**src/rtl/trap_entry_pkg.sv**
```systemverilog
package trap_entry_pkg;
  typedef enum logic [1:0] {
    TGT_NONE = 2'd0,
    TGT_HS   = 2'd1,
    TGT_VS   = 2'd2,
    TGT_M    = 2'd3
  } tgt_e;

  localparam logic [1:0] PRIV_U = 2'd0;
  localparam logic [1:0] PRIV_S = 2'd1;
  localparam logic [1:0] PRIV_M = 2'd3;
endpackage

```
**src/rtl/trap_route.sv**
```systemverilog
module trap_route
  import trap_entry_pkg::*;
#(
  parameter int CAUSE_W = 6,
  localparam int DW = 1 << CAUSE_W
) (
  input  logic               async_i,
  input  logic [CAUSE_W-1:0] cause_i,
  input  logic [1:0]         priv_i,
  input  logic               virt_i,
  input  logic [DW-1:0]      medeleg_i,
  input  logic [DW-1:0]      mideleg_i,
  input  logic [DW-1:0]      hedeleg_i,
  input  logic [DW-1:0]      hideleg_i,
  output tgt_e               tgt_o,
  output logic [CAUSE_W-1:0] cause_o
);
  logic [CAUSE_W-1:0] ecall_cause, base_cause;
  logic               is_ecall, m_bit, h_bit, to_s, to_vs, vs_irq;

  assign is_ecall = !async_i && (cause_i >= CAUSE_W'(8)) && (cause_i <= CAUSE_W'(11));

  always_comb begin
    if (priv_i == PRIV_M)      ecall_cause = CAUSE_W'(11);
    else if (priv_i == PRIV_S) ecall_cause = virt_i ? CAUSE_W'(10) : CAUSE_W'(9);
    else                       ecall_cause = CAUSE_W'(8);
  end

  assign base_cause = is_ecall ? ecall_cause : cause_i;

  assign m_bit = async_i ? mideleg_i[base_cause] : medeleg_i[base_cause];
  assign h_bit = async_i ? hideleg_i[base_cause] : hedeleg_i[base_cause];
  assign to_s  = (priv_i != PRIV_M) && m_bit;
  assign to_vs = to_s && virt_i && h_bit;

  always_comb begin
    if (to_vs)     tgt_o = TGT_VS;
    else if (to_s) tgt_o = TGT_HS;
    else           tgt_o = TGT_M;
  end

  // guest-level interrupts appear to the guest as their supervisor-level codes
  assign vs_irq = async_i && to_vs &&
                  (base_cause == CAUSE_W'(2) || base_cause == CAUSE_W'(6) ||
                   base_cause == CAUSE_W'(10));
  assign cause_o = vs_irq ? base_cause - CAUSE_W'(1) : base_cause;
endmodule

```
**src/rtl/trap_vector.sv**
```systemverilog
module trap_vector
  import trap_entry_pkg::*;
#(
  parameter int XLEN    = 32,
  parameter int CAUSE_W = 6
) (
  input  tgt_e               tgt_i,
  input  logic               async_i,
  input  logic [CAUSE_W-1:0] cause_i,
  input  logic [XLEN-1:0]    mtvec_i,
  input  logic [XLEN-1:0]    stvec_i,
  input  logic [XLEN-1:0]    vstvec_i,
  output logic [XLEN-1:0]    pc_o
);
  logic [XLEN-1:0] base, offs;

  always_comb begin
    unique case (tgt_i)
      TGT_VS:  base = vstvec_i;
      TGT_HS:  base = stvec_i;
      default: base = mtvec_i;
    endcase
  end

  assign offs = (async_i && base[1:0] == 2'b01)
              ? {{(XLEN-CAUSE_W-2){1'b0}}, cause_i, 2'b00} : '0;
  assign pc_o = {base[XLEN-1:2], 2'b00} + offs;
endmodule

```
**src/rtl/trap_entry.sv**
```systemverilog
module trap_entry
  import trap_entry_pkg::*;
#(
  parameter int XLEN    = 32,
  parameter int CAUSE_W = 6,
  localparam int DW = 1 << CAUSE_W
) (
  input  logic               clk_i,
  input  logic               rst_ni,
  input  logic               trap_valid_i,
  input  logic               async_i,
  input  logic [CAUSE_W-1:0] cause_i,
  input  logic [1:0]         priv_i,
  input  logic               virt_i,
  input  logic [XLEN-1:0]    tval_i,
  input  logic [DW-1:0]      medeleg_i,
  input  logic [DW-1:0]      mideleg_i,
  input  logic [DW-1:0]      hedeleg_i,
  input  logic [DW-1:0]      hideleg_i,
  input  logic [XLEN-1:0]    mtvec_i,
  input  logic [XLEN-1:0]    stvec_i,
  input  logic [XLEN-1:0]    vstvec_i,
  output logic               valid_o,
  output logic [1:0]         tgt_o,
  output logic [CAUSE_W-1:0] cause_o,
  output logic [XLEN-1:0]    pc_o,
  output logic               virt_o,
  output logic               hs_upd_o,
  output logic               spv_o,
  output logic               spvp_we_o,
  output logic               spvp_o,
  output logic               m_upd_o,
  output logic               mpv_o,
  output logic               gva_o
);
  tgt_e               tgt_n;
  logic [CAUSE_W-1:0] cause_n;
  logic [XLEN-1:0]    pc_n;

  trap_route #(.CAUSE_W(CAUSE_W)) u_route (
    .async_i   (async_i),
    .cause_i   (cause_i),
    .priv_i    (priv_i),
    .virt_i    (virt_i),
    .medeleg_i (medeleg_i),
    .mideleg_i (mideleg_i),
    .hedeleg_i (hedeleg_i),
    .hideleg_i (hideleg_i),
    .tgt_o     (tgt_n),
    .cause_o   (cause_n)
  );

  trap_vector #(.XLEN(XLEN), .CAUSE_W(CAUSE_W)) u_vec (
    .tgt_i    (tgt_n),
    .async_i  (async_i),
    .cause_i  (cause_n),
    .mtvec_i  (mtvec_i),
    .stvec_i  (stvec_i),
    .vstvec_i (vstvec_i),
    .pc_o     (pc_n)
  );

  always_ff @(posedge clk_i or negedge rst_ni) begin
    if (!rst_ni) begin
      valid_o   <= 1'b0;
      tgt_o     <= '0;
      cause_o   <= '0;
      pc_o      <= '0;
      virt_o    <= 1'b0;
      hs_upd_o  <= 1'b0;
      spv_o     <= 1'b0;
      spvp_we_o <= 1'b0;
      spvp_o    <= 1'b0;
      m_upd_o   <= 1'b0;
      mpv_o     <= 1'b0;
      gva_o     <= 1'b0;
    end else begin
      valid_o <= trap_valid_i;
      if (trap_valid_i) begin
        tgt_o     <= tgt_n;
        cause_o   <= cause_n;
        pc_o      <= pc_n;
        virt_o    <= (tgt_n == TGT_VS);
        hs_upd_o  <= (tgt_n == TGT_HS);
        spv_o     <= (tgt_n == TGT_HS) && virt_i;
        spvp_we_o <= (tgt_n == TGT_HS) && virt_i;
        spvp_o    <= (tgt_n == TGT_HS) && virt_i && priv_i[0];
        m_upd_o   <= (tgt_n == TGT_M);
        mpv_o     <= (tgt_n == TGT_M) && virt_i;
        gva_o     <= (tgt_n == TGT_M) && virt_i && (tval_i != '0);
      end
    end
  end

  p_valid_pulse_r1: assert property (@(posedge clk_i) disable iff (!rst_ni)
    valid_o |-> $past(trap_valid_i));

  p_m_stays_m_r3: assert property (@(posedge clk_i) disable iff (!rst_ni)
    (trap_valid_i && priv_i == PRIV_M) |=> (tgt_o == TGT_M));

  p_vs_needs_virt_r5: assert property (@(posedge clk_i) disable iff (!rst_ni)
    (trap_valid_i && !virt_i) |=> (tgt_o != TGT_VS));

  p_sync_aligned_r7: assert property (@(posedge clk_i) disable iff (!rst_ni)
    (trap_valid_i && !async_i) |=> (pc_o[1:0] == 2'b00));

  p_virt_vs_r8: assert property (@(posedge clk_i) disable iff (!rst_ni)
    valid_o |-> (virt_o == (tgt_o == TGT_VS)));

  p_upd_excl_r9: assert property (@(posedge clk_i) disable iff (!rst_ni)
    $onehot0({hs_upd_o, m_upd_o}));

  p_hold_r11: assert property (@(posedge clk_i) disable iff (!rst_ni)
    !trap_valid_i |=> ($stable(pc_o) && $stable(cause_o) && $stable(tgt_o)));
endmodule

```
**config.mk**
```make
export PLATFORM = sky130hd
export DESIGN_NAME = trap_entry
export DESIGN_NICKNAME = d
export VERILOG_FILES = /design/src/rtl/trap_entry_pkg.sv /design/src/rtl/trap_route.sv /design/src/rtl/trap_vector.sv /design/src/rtl/trap_entry.sv
export SDC_FILE = /design/constraint.sdc
export NUM_CORES = 1
export LEC_CHECK = 0
export ABC_AREA = 0
export CORE_AREA = 2 2 175 177
export DETAILED_ROUTE_END_ITERATION = 8
export DIE_AREA = 0 0 177 179
export PLACE_DENSITY_LB_ADDON = 0.05
export SETUP_SLACK_MARGIN = 0.5
export SYNTH_ARGS = -nofsm -noshare
export SYNTH_HDL_FRONTEND = slang
export SYNTH_HIERARCHICAL = 1
export SYNTH_SLANG_ARGS = --single-unit
```
**constraint.sdc**
```tcl
create_clock -name clk_i -period 1.3 [get_ports clk_i]
set_clock_uncertainty 0.2 [all_clocks]
set_input_delay 0.26 -clock clk_i [delete_from_list [all_inputs] [get_ports clk_i]]
set_output_delay 0.26 -clock clk_i [all_outputs]
set_load 0.1 [all_outputs]
```
==> impl_results.md, run 1 <==
- Most used cell, CP: buf_4
- Placer Congestion: 0.899
- Final Cycle Share: 469%
- Die X: 177 µm
- Failing checks: hold timing, setup timing
- CTS tree: done
- Slowest library cell on the worst path: or4b_4
- Synthesized area per cell: 8.08 µm²
- Post-synth EDFFs: 0
- Post-synth top flop: dfrtp_1
- R2R cell count: 3
- Max Transition Viols Final: 0
- Vias/cell: 4.76
- Slew margin rel.: 57.3%
- Mapped Area: 0.00641 mm²
- Net Sw Frac: 45.1%
- Final Critical Period: 6.10 ns
- Seq cells post-synth: 48
- Critical Path Max Stage Delay: 0.59 ns
- # nets final: 1852
- Via count: 8794
- Worst Path Required: 1.30 ns
- Fin util: 48.4%
- Fin. Hold Viols: 48
- Combinational share of power: 72.1%
- Met1 Track Usage GR: 28.9%
- Met3 usage: 5.00%
- RR Startpoint: pc_o[14]
- Class of the most critical setup path: primary input to flop
- Initial antenna violation count: 8
- Cell taking the most area after synthesis: dfrtp_1
- Max Cap Viol: 0
- RSZ-0062 raised after global routing: yes
- Fill cell count: 2925
- Ys async rst share: 100%
- CORE AREA: 0.0300 mm²
- Hold WC Path Type: primary input to asynchronous set/reset pin
- DR DRC count: 0
- CTS buffer count: 5
- Fmax: 0.164 GHz
- Largest net degree at the start of global routing: 29
- Leading post-synthesis cells by cell area: dfrtp_1, mux2_4, nand2_1, a211oi_1, and3_1
- Status: finished with violations
- DRT iter0 DRCs: 418
- All-Layer GR Usage: 23.8%
- Worst setup SP type: primary input
- Int Pwr: 7.75 mW
- Vias in the first global route: 9174
- Clk slew on worst S/H paths: 0.07 ns
- Hpwl dp: 33000 µm
- Skew-Pair Late Insertion Delay: 0.30 ns
- Final setup viols: 94
- Crit path DAT: 6.10 ns
- Slew @ Worst Pin: 0.641 ns
- Routed WL: 39000 µm
- Area growth, synth to finish: 127%
- Syn Inst Count: 794
- Critical path fanouts, max: 7
- ANT nets after route: 0
- Wirelength per Cell: 21.1 µm
- Top Usage Layer GRT: met2
- Starting Density: 21.4%
- Total clock sinks: 48
- I/O pins: 446
- Row cnt: 64
- Setup crit end kind: flop
- Switch Pwr: 6.37 mW
- Sequential element share of the synthesized area: 18.7%
- Clk root buf: clkbuf_16
- Worst hold margin: -0.349 ns
- Critical R2R Capture: pc_o[14]
- Clk pwr share: 9.9%
- Die area: 0.0317 mm²
- Post-route setup slack: -4.80 ns
- First-pass GRT wire length: 56400 µm
- Post-synth cell types: 79
- Die Y: 179 µm
- Area share of the largest cell type after synthesis: 18.7%
- Htree depth: 2
- Peak supply drop: 0.603 mV
- Ratio of cells with drive above 1 in the final layout: 36.0%
- PortBufs: 445
- Sequential Power Share: 18.0%
- Leakage: 6.00 nW
- DRT Pass-1 Iters: 5
- YS warnings: 6
- GRT met2 Usage: 42.3%
- Clock Path Buffers: 2
- PwrDens: 971 mW/mm²
- Power, Total: 14.1 mW
- Grt ovf: 0
- R2R setup slack: -0.01 ns
- DP Worst Slack: -5.71 ns
[flip-flops by register name, summed over array words and instances (netlist names)]
| register | flops |
|---|---|
| mpv_o | 1 |
| hs_upd_o | 1 |
| cause_o | 6 |
| spv_o | 1 |
| m_upd_o | 1 |
| gva_o | 1 |
| tgt_o | 2 |
| valid_o | 1 |
| virt_o | 1 |
| pc_o | 32 |
| spvp_o | 1 |
[power groups by stage]
stage                     sequential (mW)  combinational [mW]  clock [mW]
after CTS                            2.54                10.0        1.46
after global placement               2.58                9.46           0
after global routing                 2.58                10.7        1.49
after detailed placement             2.57                9.47           0
after floorplan                      5.04                2.57           0
final                                2.53                10.2        1.40
[critical path: cells and delay by family]
family                 cells  cell delay [ns]
AO/OA/AOI/OAI              5             1.29
AND/OR/NAND/NOR            5             0.89
multiplexers               2             0.42
buffers and inverters     26             3.25
[area by class of cell]
type	count	area (µm²)	share of cell area, %
clock buffers	6	139	0.955
repair buffers	706	7220	49.6
multi-input cells	658	5180	35.6
inverters	25	97.6	0.671
well taps	396	495	3.41
flip-flops and latches	48	1380	9.50
clock inverters	2	13.8	0.0947
diodes	7	17.5	0.120
[cells by family (layout without fill, tap and decap cells)]
| logic type | Yosys count | count (layout) | synth area share [%] |
|---|---|---|---|
| simple gates | 330 | 330 | 27.1 |
| flops | 48 | 48 | 18.7 |
| other cells | 1 | 9 | 0.0585 |
| compound gates | 210 | 210 | 23.6 |
| buf+inv | 89 | 739 | 8.68 |
| mux | 75 | 75 | 15.4 |
| xor+xnor | 30 | 30 | 4.10 |
| fa+ha+maj | 11 | 11 | 2.26 |
[worst max path at each step]
stage	startpoint	to	slack (ns)	cells after the start
finish	cause_i[2]	spv_o	-4.80	38
global placement	cause_i[5]	pc_o[24]	-5.59	31
global route	cause_i[2]	pc_o[30]	-5.03	33
CTS	cause_i[4]	pc_o[24]	-4.67	30
floorplan	cause_i[4]	pc_o[24]	-5.19	34
detailed placement	cause_i[5]	pc_o[24]	-5.71	30
[cells in the mapped netlist (all sizes together), types with 5 or more instances]
master	n
nor2b	15
and3	42
dfrtp	48
a31oi	30
o21ai	32
a22oi	22
xnor2	20
inv	24
buf	46
a211oi	35
mux2i	23
nor2	52
nor4	20
mux2	50
a221oi	13
or2	8
or3	11
nand2	112
nand3	30
xor2	10
nand4	11
nor3	15
o22ai	5
a21oi	17
clkbuf	18
a21boi	9
ha	10
[cells in the final DEF, fill, tap and decap left out, drive strengths merged, types with 20 or more instances in the layout]
| cell | instances |
|---|---|
| mux2 | 50 |
| and3 | 42 |
| buf | 315 |
| a211oi | 35 |
| nor4 | 20 |
| nand3 | 30 |
| a22oi | 22 |
| xnor2 | 20 |
| inv | 24 |
| dfrtp | 48 |
| a31oi | 30 |
| nand2 | 112 |
| clkdlybuf4s50 | 389 |
| o21ai | 32 |
| nor2 | 52 |
| mux2i | 23 |
[layer usage]
metal | vias to the layer above | part of all wire (%)
li1 | 4280 | -
met1 | 4171 | 41
met2 | 302 | 51
met3 | 39 | 6.2
met4 | 2 | 1.9
met5 | - | 0.033
[what timing repair did]
action | 4_1_cts | 5_1_grt
buffers inserted | 60 | 17
pin swaps | 40 | 21
cloned | 1 | 0
setup endpoints to repair | 96 | 96
resized for setup | 108 | 25
hold endpoints to repair | 48 | 30
[metrics by stage]
step | TNS, ns | std cells | instance area [µm²] | hold WS (ns)
after global placement | -209.56 | 1755 | 13200 | -0.0113
after floorplan | -176.67 | 795 | 6740 | -0.236
after global routing | -207.57 | 1848 | 14500 | -0.338
after CTS | -193.85 | 1824 | 14300 | -0.349
after detailed placement | -213.08 | 1755 | 13200 | -0.0170
final | -198.04 | 1848 | 14500 | -0.349
(Power assumes the default switching activity.)
==> run 2: changes to the inputs <==
--- a/config.mk
+++ b/config.mk
@@ -9,7 +9,7 @@
 export CORE_AREA = 2 2 175 177
 export DETAILED_ROUTE_END_ITERATION = 8
 export DIE_AREA = 0 0 177 179
-export PLACE_DENSITY_LB_ADDON = 0.05
+export PLACE_DENSITY = 0.6
 export SETUP_SLACK_MARGIN = 0.5
 export SYNTH_ARGS = -nofsm -noshare
 export SYNTH_HDL_FRONTEND = slang
==> run 2 against run 1 <==
Net effect: wire length decreased by 4.1%; largest cell class unchanged; clock-buffer cell count rose by 1; via count up 1.1%; maximum frequency grew 3.3%; highest routed layer unchanged; the run still ends with hold timing, setup timing left.
==> impl_results.md, run 2 (synthesized netlist as in run 1, its figures left out) <==
- Worst setup SP type: primary input
- Crit path DAT: 5.88 ns (-0.22 ns)
- Worst Path Required: 1.28 ns (-0.02 ns)
- Post-route setup slack: -4.60 ns (+0.197 ns)
- Wirelength per Cell: 20.6 µm (-2.3%)
- Skew-Pair Late Insertion Delay: 0.29 ns (about the same)
- # nets final: 1824 (-1.5%)
- First-pass GRT wire length: 53200 µm (-5.6%)
- RSZ-0062 raised after global routing: yes
- Critical Path Max Stage Delay: 0.55 ns (-0.04 ns)
- Biggest register: pc_o
- Status: finished with violations
- Via count: 8889 (+1.1%)
- Area growth, synth to finish: 126%
- Slew @ Worst Pin: 0.627 ns (-0.0143 ns)
- Setup crit end kind: flop
- Final Critical Period: 5.90 ns (-0.197 ns)
- Vias in the first global route: 9074 (-1.1%)
- Post-DP Area: 0.0131 mm² (-0.68%)
- CORE AREA: 0.0300 mm² (unchanged)
- DRT Pass-1 Iters: 7 (+2)
- Row cnt: 64 (unchanged)
- Die X: 177 µm (unchanged)
- Final TNS setup: -174.83 ns (+23.21 ns)
- Hpwl dp: 30700 µm (-6.9%)
- Vias/cell: 4.90 (+3.0%)
- Non-filler instance count after layout: 1814 (-1.8%)
- CTS buffer count: 5 (unchanged)
- Ratio of cells with drive above 1 in the final layout: 36.7% (+0.71 points)
- CTS tree: done
- Failing checks: hold timing, setup timing
- Worst hold margin: -0.263 ns (+0.0855 ns)
- Class of the most critical setup path: primary input to flop
- Slew margin rel.: 58.2% (+0.95 points)
- Clock Path Buffers: 2 (unchanged)
- Power, Total: 14.2 mW (+0.66%)
- Peak supply drop: 0.731 mV (+21%)
- Die area: 0.0317 mm² (unchanged)
- Setup crit start: cause_i[2]
- ANT nets after route: 0 (unchanged)
- Grt ovf: 0 (unchanged)
- Fin util: 48.2% (-0.26 points)
- Htree depth: 2 (unchanged)
- Slowest library cell on the worst path: or4b_4
- Max Transition Viols Final: 0 (unchanged)
- Initial antenna violation count: 4 (-4)
- Routed WL: 37400 µm (-4.1%)
- DR DRC count: 0 (unchanged)
- Final design area excluding fillers: 0.0145 mm² (-0.53%)
- Fill cell count: 2868 (-1.9%)
- Final setup viols: 94 (unchanged)
- DP Cell Count: 1747 (-0.46%)
- PwrDens: 983 mW/mm² (+1.2%)
- Most frequent cells in the layout: clkdlybuf4s50_1, buf_4, nand2_1, buf_12, dfrtp_4
- Largest net degree at the start of global routing: 49 (+69%)
- Placer Congestion: 0.911 (+1.3%)
- Top Registers: pc_o x32, cause_o x6, tgt_o x2
- Fin. Hold Viols: 48 (unchanged)
- Total clock sinks: 48 (unchanged)
- RR Startpoint: pc_o[10]
- Most common cell after layout, fill and taps aside: clkdlybuf4s50_1
- Fmax: 0.169 GHz (+3.3%)
- Starting Density: 21.4% (unchanged)
- Max reg flops: 32 (unchanged)
- Critical path fanouts, max: 5 (-2)
- Die Y: 179 µm (unchanged)
- Max Cap Viol: 0 (unchanged)
- DP Worst Slack: -5.66 ns (+0.0469 ns)
- PortBufs: 445 (unchanged)
- Final Cycle Share: 454% (-15 points)
- All-Layer GR Usage: 22.0% (-1.8 points)
- Hold WC Path Type: primary input to asynchronous set/reset pin
- DRT iter0 DRCs: 484 (+16%)
- Leakage: 5.91 nW (-1.5%)
- Clk root buf: clkbuf_16
- Clk slew on worst S/H paths: 0.07 ns (about the same)
- I/O pins: 446 (unchanged)
## run 2: what timing repair did
action	4_1_cts	5_1_grt
setup endpoints to repair	96	96
endpoints found under the hold margin	48	48
buffers inserted	29	29
gates resized for setup	85	98
pin swaps	34	27
## run 2: report_power, final
part | leakage (nW) | internal (mW) | switching [mW]
Combinational | 5.31 | 4.91 | 5.44
Sequential | 0.528 | 2.10 | 0.418
Clock | 0.0701 | 0.768 | 0.579
## run 2: critical path, delay by kind of cell
family	cells	cell delay, ns
adder cells (fa/ha/maj)	3	0.73
AO/OA/AOI/OAI	11	1.81
AND/OR/NAND/NOR	9	1.90
multiplexers	1	0.27
buffers and inverters	7	0.81
XOR/XNOR	1	0.09
## run 2: cell type report
type | count | area, µm² | area share [%]
clock inverters | 1 | 7.51 | 0.0519
diodes | 1 | 2.50 | 0.0173
multi-input cells | 658 | 5380 | 37.2
flip-flops and latches | 48 | 1380 | 9.55
well taps | 396 | 495 | 3.43
inverters | 25 | 97.6 | 0.675
repair buffers | 678 | 6950 | 48.1
clock buffers | 7 | 143 | 0.986
## run 2: metal layers
metal	global-route usage, %	share of wire, %	up-vias
met5	0	0.12	-
met4	5.92	2.1	6
met3	5.13	8.8	52
met2	41.1	52	451
met1	25.0	37	4171
li1	-	-	4209
## run 2: worst paths after layout
path | slack [ns] | cells past startpoint | to
hold reg to reg | 0.39 | 1 | pc_o[15]
max in group asynchronous | 0.85 | 2 | m_upd_o
hold / removal | -0.26 | 2 | pc_o[0]
min in group clk_i | 0.12 | 2 | valid_o
setup / recovery | -4.60 | 32 | pc_o[24]
setup reg to reg | -0.02 | 3 | pc_o[10]
==> run 3: changes to the inputs <==
--- a/config.mk
+++ b/config.mk
@@ -6,12 +6,12 @@
 export NUM_CORES = 1
 export LEC_CHECK = 0
 export ABC_AREA = 0
-export CORE_AREA = 2 2 175 177
+export CORE_AREA = 2 2 174 176
 export DETAILED_ROUTE_END_ITERATION = 8
-export DIE_AREA = 0 0 177 179
-export PLACE_DENSITY = 0.6
+export DIE_AREA = 0 0 176 178
+export GPL_ROUTABILITY_DRIVEN = 0
+export PLACE_DENSITY = 0.59
 export SETUP_SLACK_MARGIN = 0.5
 export SYNTH_ARGS = -nofsm -noshare
 export SYNTH_HDL_FRONTEND = slang
-export SYNTH_HIERARCHICAL = 1
 export SYNTH_SLANG_ARGS = --single-unit
==> run 3 against run 2 <==
Net effect: the run still ends with hold timing, setup timing left; sequential power fell by 17%; global-route usage is 0.33 points higher; utilization decreased by 0.69 points; die area shrank 1.1%; worst setup slack better by 0.19 ns.
==> impl_results.md, run 3 <==
- Max Transition Viols Final: 0 (unchanged)
- Clk pwr share: 13.7% (+4.2 points)
- DRT Pass-1 Iters: 7 (unchanged)
- Clock Path Buffers: 2 (unchanged)
- Setup crit end kind: flop
- Wirelength per Cell: 20.7 µm (+0.28%)
- Hold WC Path Type: primary input to asynchronous set/reset pin
- Storage cell area: 0.00132 mm² (-4.4%)
- Final setup viols: 92 (-2.1%)
- Die X: 176 µm (-0.56%)
- R2R setup slack: 0.16 ns (+0.18 ns)
- Final Critical Period: 5.71 ns (-0.194 ns)
- Routed WL: 37100 µm (-0.72%)
- Largest net degree at the start of global routing: 47 (-4.1%)
- DRT iter0 DRCs: 518 (+7.0%)
- Vias in the first global route: 8963 (-1.2%)
- Critical R2R Capture: mpv_o
- Cell taking the most area after synthesis: dfrtp_1
- Syn Inst Count: 802 (+1.0%)
- DP Cell Count: 1733 (-0.80%)
- Ys async rst share: 100% (unchanged)
- Synthesized area per cell: 7.48 µm² (-7.3%)
- Net Sw Frac: 42.9% (-2.4 points)
- Largest family of logic cells by synthesized area: simple AND/OR/NAND/NOR gates
- Sequential Power Share: 18.6% (+0.9 points)
- Fin. Hold Viols: 46 (-4.2%)
- XOR/XNOR share of the synthesized area: 3.21% (-0.89 points)
- Post-synth EDFFs: 0 (unchanged)
- Post-synth top flop: dfrtp_1
- Synth Area in Compound Gates: 25.0% (+1.4 points)
- Critical Path Max Stage Delay: 0.58 ns (+0.03 ns)
- Most common cell after layout, fill and taps aside: clkdlybuf4s50_1
- Class of the most critical setup path: primary input to flop
- Initial antenna violation count: 3 (-1)
- Switch Pwr: 4.85 mW (-25%)
- Total clock sinks: 46 (-4.2%)
- Non-filler instance count after layout: 1796 (-0.99%)
- Area growth, synth to finish: 133%
- ANT nets after route: 0 (unchanged)
- Mapped Area: 0.00600 mm² (-6.4%)
- CORE AREA: 0.0294 mm² (-2.1%)
- Post-Synth Adder-Cell Area: 2.00% (-0.26 points)
- Fill cell count: 2793 (-2.6%)
- Area share of the largest cell type after synthesis: 19.2% (+0.45 points)
- CTS tree: done
- R2R cell count: 2 (-1)
- Slowest library cell on the worst path: or4_4
- RSZ-0062 raised after global routing: yes
- Most frequent cells in the layout: clkdlybuf4s50_1, buf_4, nand2_1, nor2_1, buf_12
- Die area: 0.0313 mm² (-1.1%)
- # nets final: 1808 (-0.88%)
- Via count: 8713 (-2.0%)
- Failing checks: hold timing, setup timing
- Post-route setup slack: -4.41 ns (+0.194 ns)
- Multi-input gate area: 0.00499 mm² (-7.3%)
- Skew-Pair Late Insertion Delay: 0.29 ns (about the same)
- Starting Density: 20.4% (-0.94 points)
- Post-synthesis mux area share: 15.2% (-0.22 points)
- PwrDens: 809 mW/mm² (-18%)
- Clk slew on worst S/H paths: 0.07 ns (about the same)
- Sequential element share of the synthesized area: 19.2% (+0.45 points)
- Top Registers: pc_o x30, cause_o x6, tgt_o x2
- Combinational share of power: 67.6% (-5.2 points)
- All-Layer GR Usage: 22.4% (+0.33 points)
- Critical path fanouts, max: 7 (+2)
- Leakage: 5.67 nW (-4.0%)
- RR Startpoint: mpv_o
- Max Cap Viol: 0 (unchanged)
- DR DRC count: 0 (unchanged)
- Worst Path Required: 1.31 ns (+0.03 ns)
- Clk root buf: clkbuf_16
- Int Pwr: 6.44 mW (-17%)
- Final TNS setup: -157.58 ns (+17.24 ns)
- Htree depth: 2 (unchanged)
- DP Worst Slack: -5.59 ns (+0.0730 ns)
- Grt ovf: 0 (unchanged)
- Die Y: 178 µm (-0.56%)
- Final Cycle Share: 439% (-15 points)
- Crit path DAT: 5.72 ns (-0.16 ns)
- Row cnt: 63 (-1.6%)
- Biggest register: pc_o
- Post-synth top cells: nand2_1, nor2_1, mux2i_1
- Post-Synth Simple-Gate Area: 28.9% (+1.8 points)
- Peak supply drop: 0.821 mV (+12%)
- PortBufs: 443 (-0.45%)
- YS warnings: 0 (-6)
- Status: finished with violations
- Worst setup SP type: primary input
- Most used cell, CP: buf_6
- Slew @ Worst Pin: 0.992 ns (+0.366 ns)
- Worst hold margin: -0.257 ns (+0.00604 ns)
- Max reg flops: 30 (-6.3%)
- Hpwl dp: 30400 µm (-0.94%)
- Fmax: 0.175 GHz (+3.4%)
- Slew margin rel.: 33.3% (-25 points)
- Ratio of cells with drive above 1 in the final layout: 31.1% (-5.5 points)
- Vias/cell: 4.85 (-1.0%)
- Power, Total: 11.3 mW (-21%)
- Count leader, synth: nand2_1
- Post-synth cell types: 83 (+5.1%)
- I/O pins: 446 (unchanged)
- Seq cells post-synth: 46 (-4.2%)
- First-pass GRT wire length: 53300 µm (+0.16%)
- CTS buffer count: 5 (unchanged)
- Leading post-synthesis cells by cell area: dfrtp_1, mux2i_1, nand2_1, nor2_1, mux2_2
[run 3: cell count changes in the layout (fill, tap and decap cells not counted), sizes merged, moves of 10 or more]
cell,before,now
mux2i,23,63
nor2,52,82
a21oi,17,46
buf,288,262
mux2,50,25
nand2,112,135
a22oi,22,10
a221oi,13,3
and3,42,32
nor2b,15,5
[run 3: through the flow]
stage | util [%] | instance area, µm²
finish | 47.5 | 14000
global route | 47.5 | 14000
CTS | 46.2 | 13600
detailed placement | 43.2 | 12700
global placement | 43.2 | 12700
floorplan | - | 6380
[run 3: logic make-up after synthesis]
kind of cell,after synthesis
multiplexers,88
adder cells (fa/ha/maj),9
other,1
AND/OR/NAND/NOR,348
XOR/XNOR,22
AO/OA/AOI/OAI,211
buffers and inverters,77
flip-flops,46
[run 3: critical path, delay by kind of cell]
kind | cells | cell delay (ns)
and+or+nand+nor | 9 | 2.29
buffers and inverters | 8 | 0.85
xor gates and xnor gates | 1 | 0.14
AOI/OAI and AO/OA | 11 | 1.86
adders and majority gates | 1 | 0.30
[run 3: final cells by class]
type | count | share of cell area, %
antenna | 3 | 0.0538
inverter | 14 | 0.466
timing repair buffer | 655 | 49.5
multi-input combinational | 680 | 35.8
clock buffer | 7 | 1.02
clock inverter | 1 | 0.215
sequential | 46 | 9.46
tap | 390 | 3.50
[run 3: power groups by stage]
stage                     Sequential (mW)  Clock [mW]  Combinational [mW]
final                                2.10        1.55                7.64
after global routing                 2.14        1.62                8.01
after CTS                            2.11        1.57                7.51
after detailed placement             2.13           0                7.11
after global placement               2.13           0                7.09
after floorplan                      3.80           0                1.90
[run 3: repair_timing]
action | 4_1_cts | 5_1_grt
pin swaps | 41 | 16
endpoints found under the hold margin | 46 | 46
endpoints found under the setup margin | 92 | 92
setup buffers | 30 | 18
resized for setup | 101 | 53
gates cloned | 4 | 0
[run 3: worst max path at each step]
stage                to        from  slack, ns
2_1_floorplan  pc_o[31]  cause_i[4]      -4.70
3_3_place_gp   pc_o[31]     async_i      -5.51
3_5_place_dp   pc_o[31]     async_i      -5.59
4_1_cts        pc_o[24]  cause_i[5]      -4.49
5_1_grt        pc_o[24]  cause_i[5]      -4.66
6_report       pc_o[24]  cause_i[5]      -4.41
[run 3: metal layers]
layer,share of wire (%),up-vias,track usage (%),wire (µm)
li1,-,4181,-,-
met1,39,4095,26.0,14300
met2,51,384,40.7,19000
met3,7.5,53,4.77,2770
met4,2.7,0,7.47,1020
met5,0,-,0,0
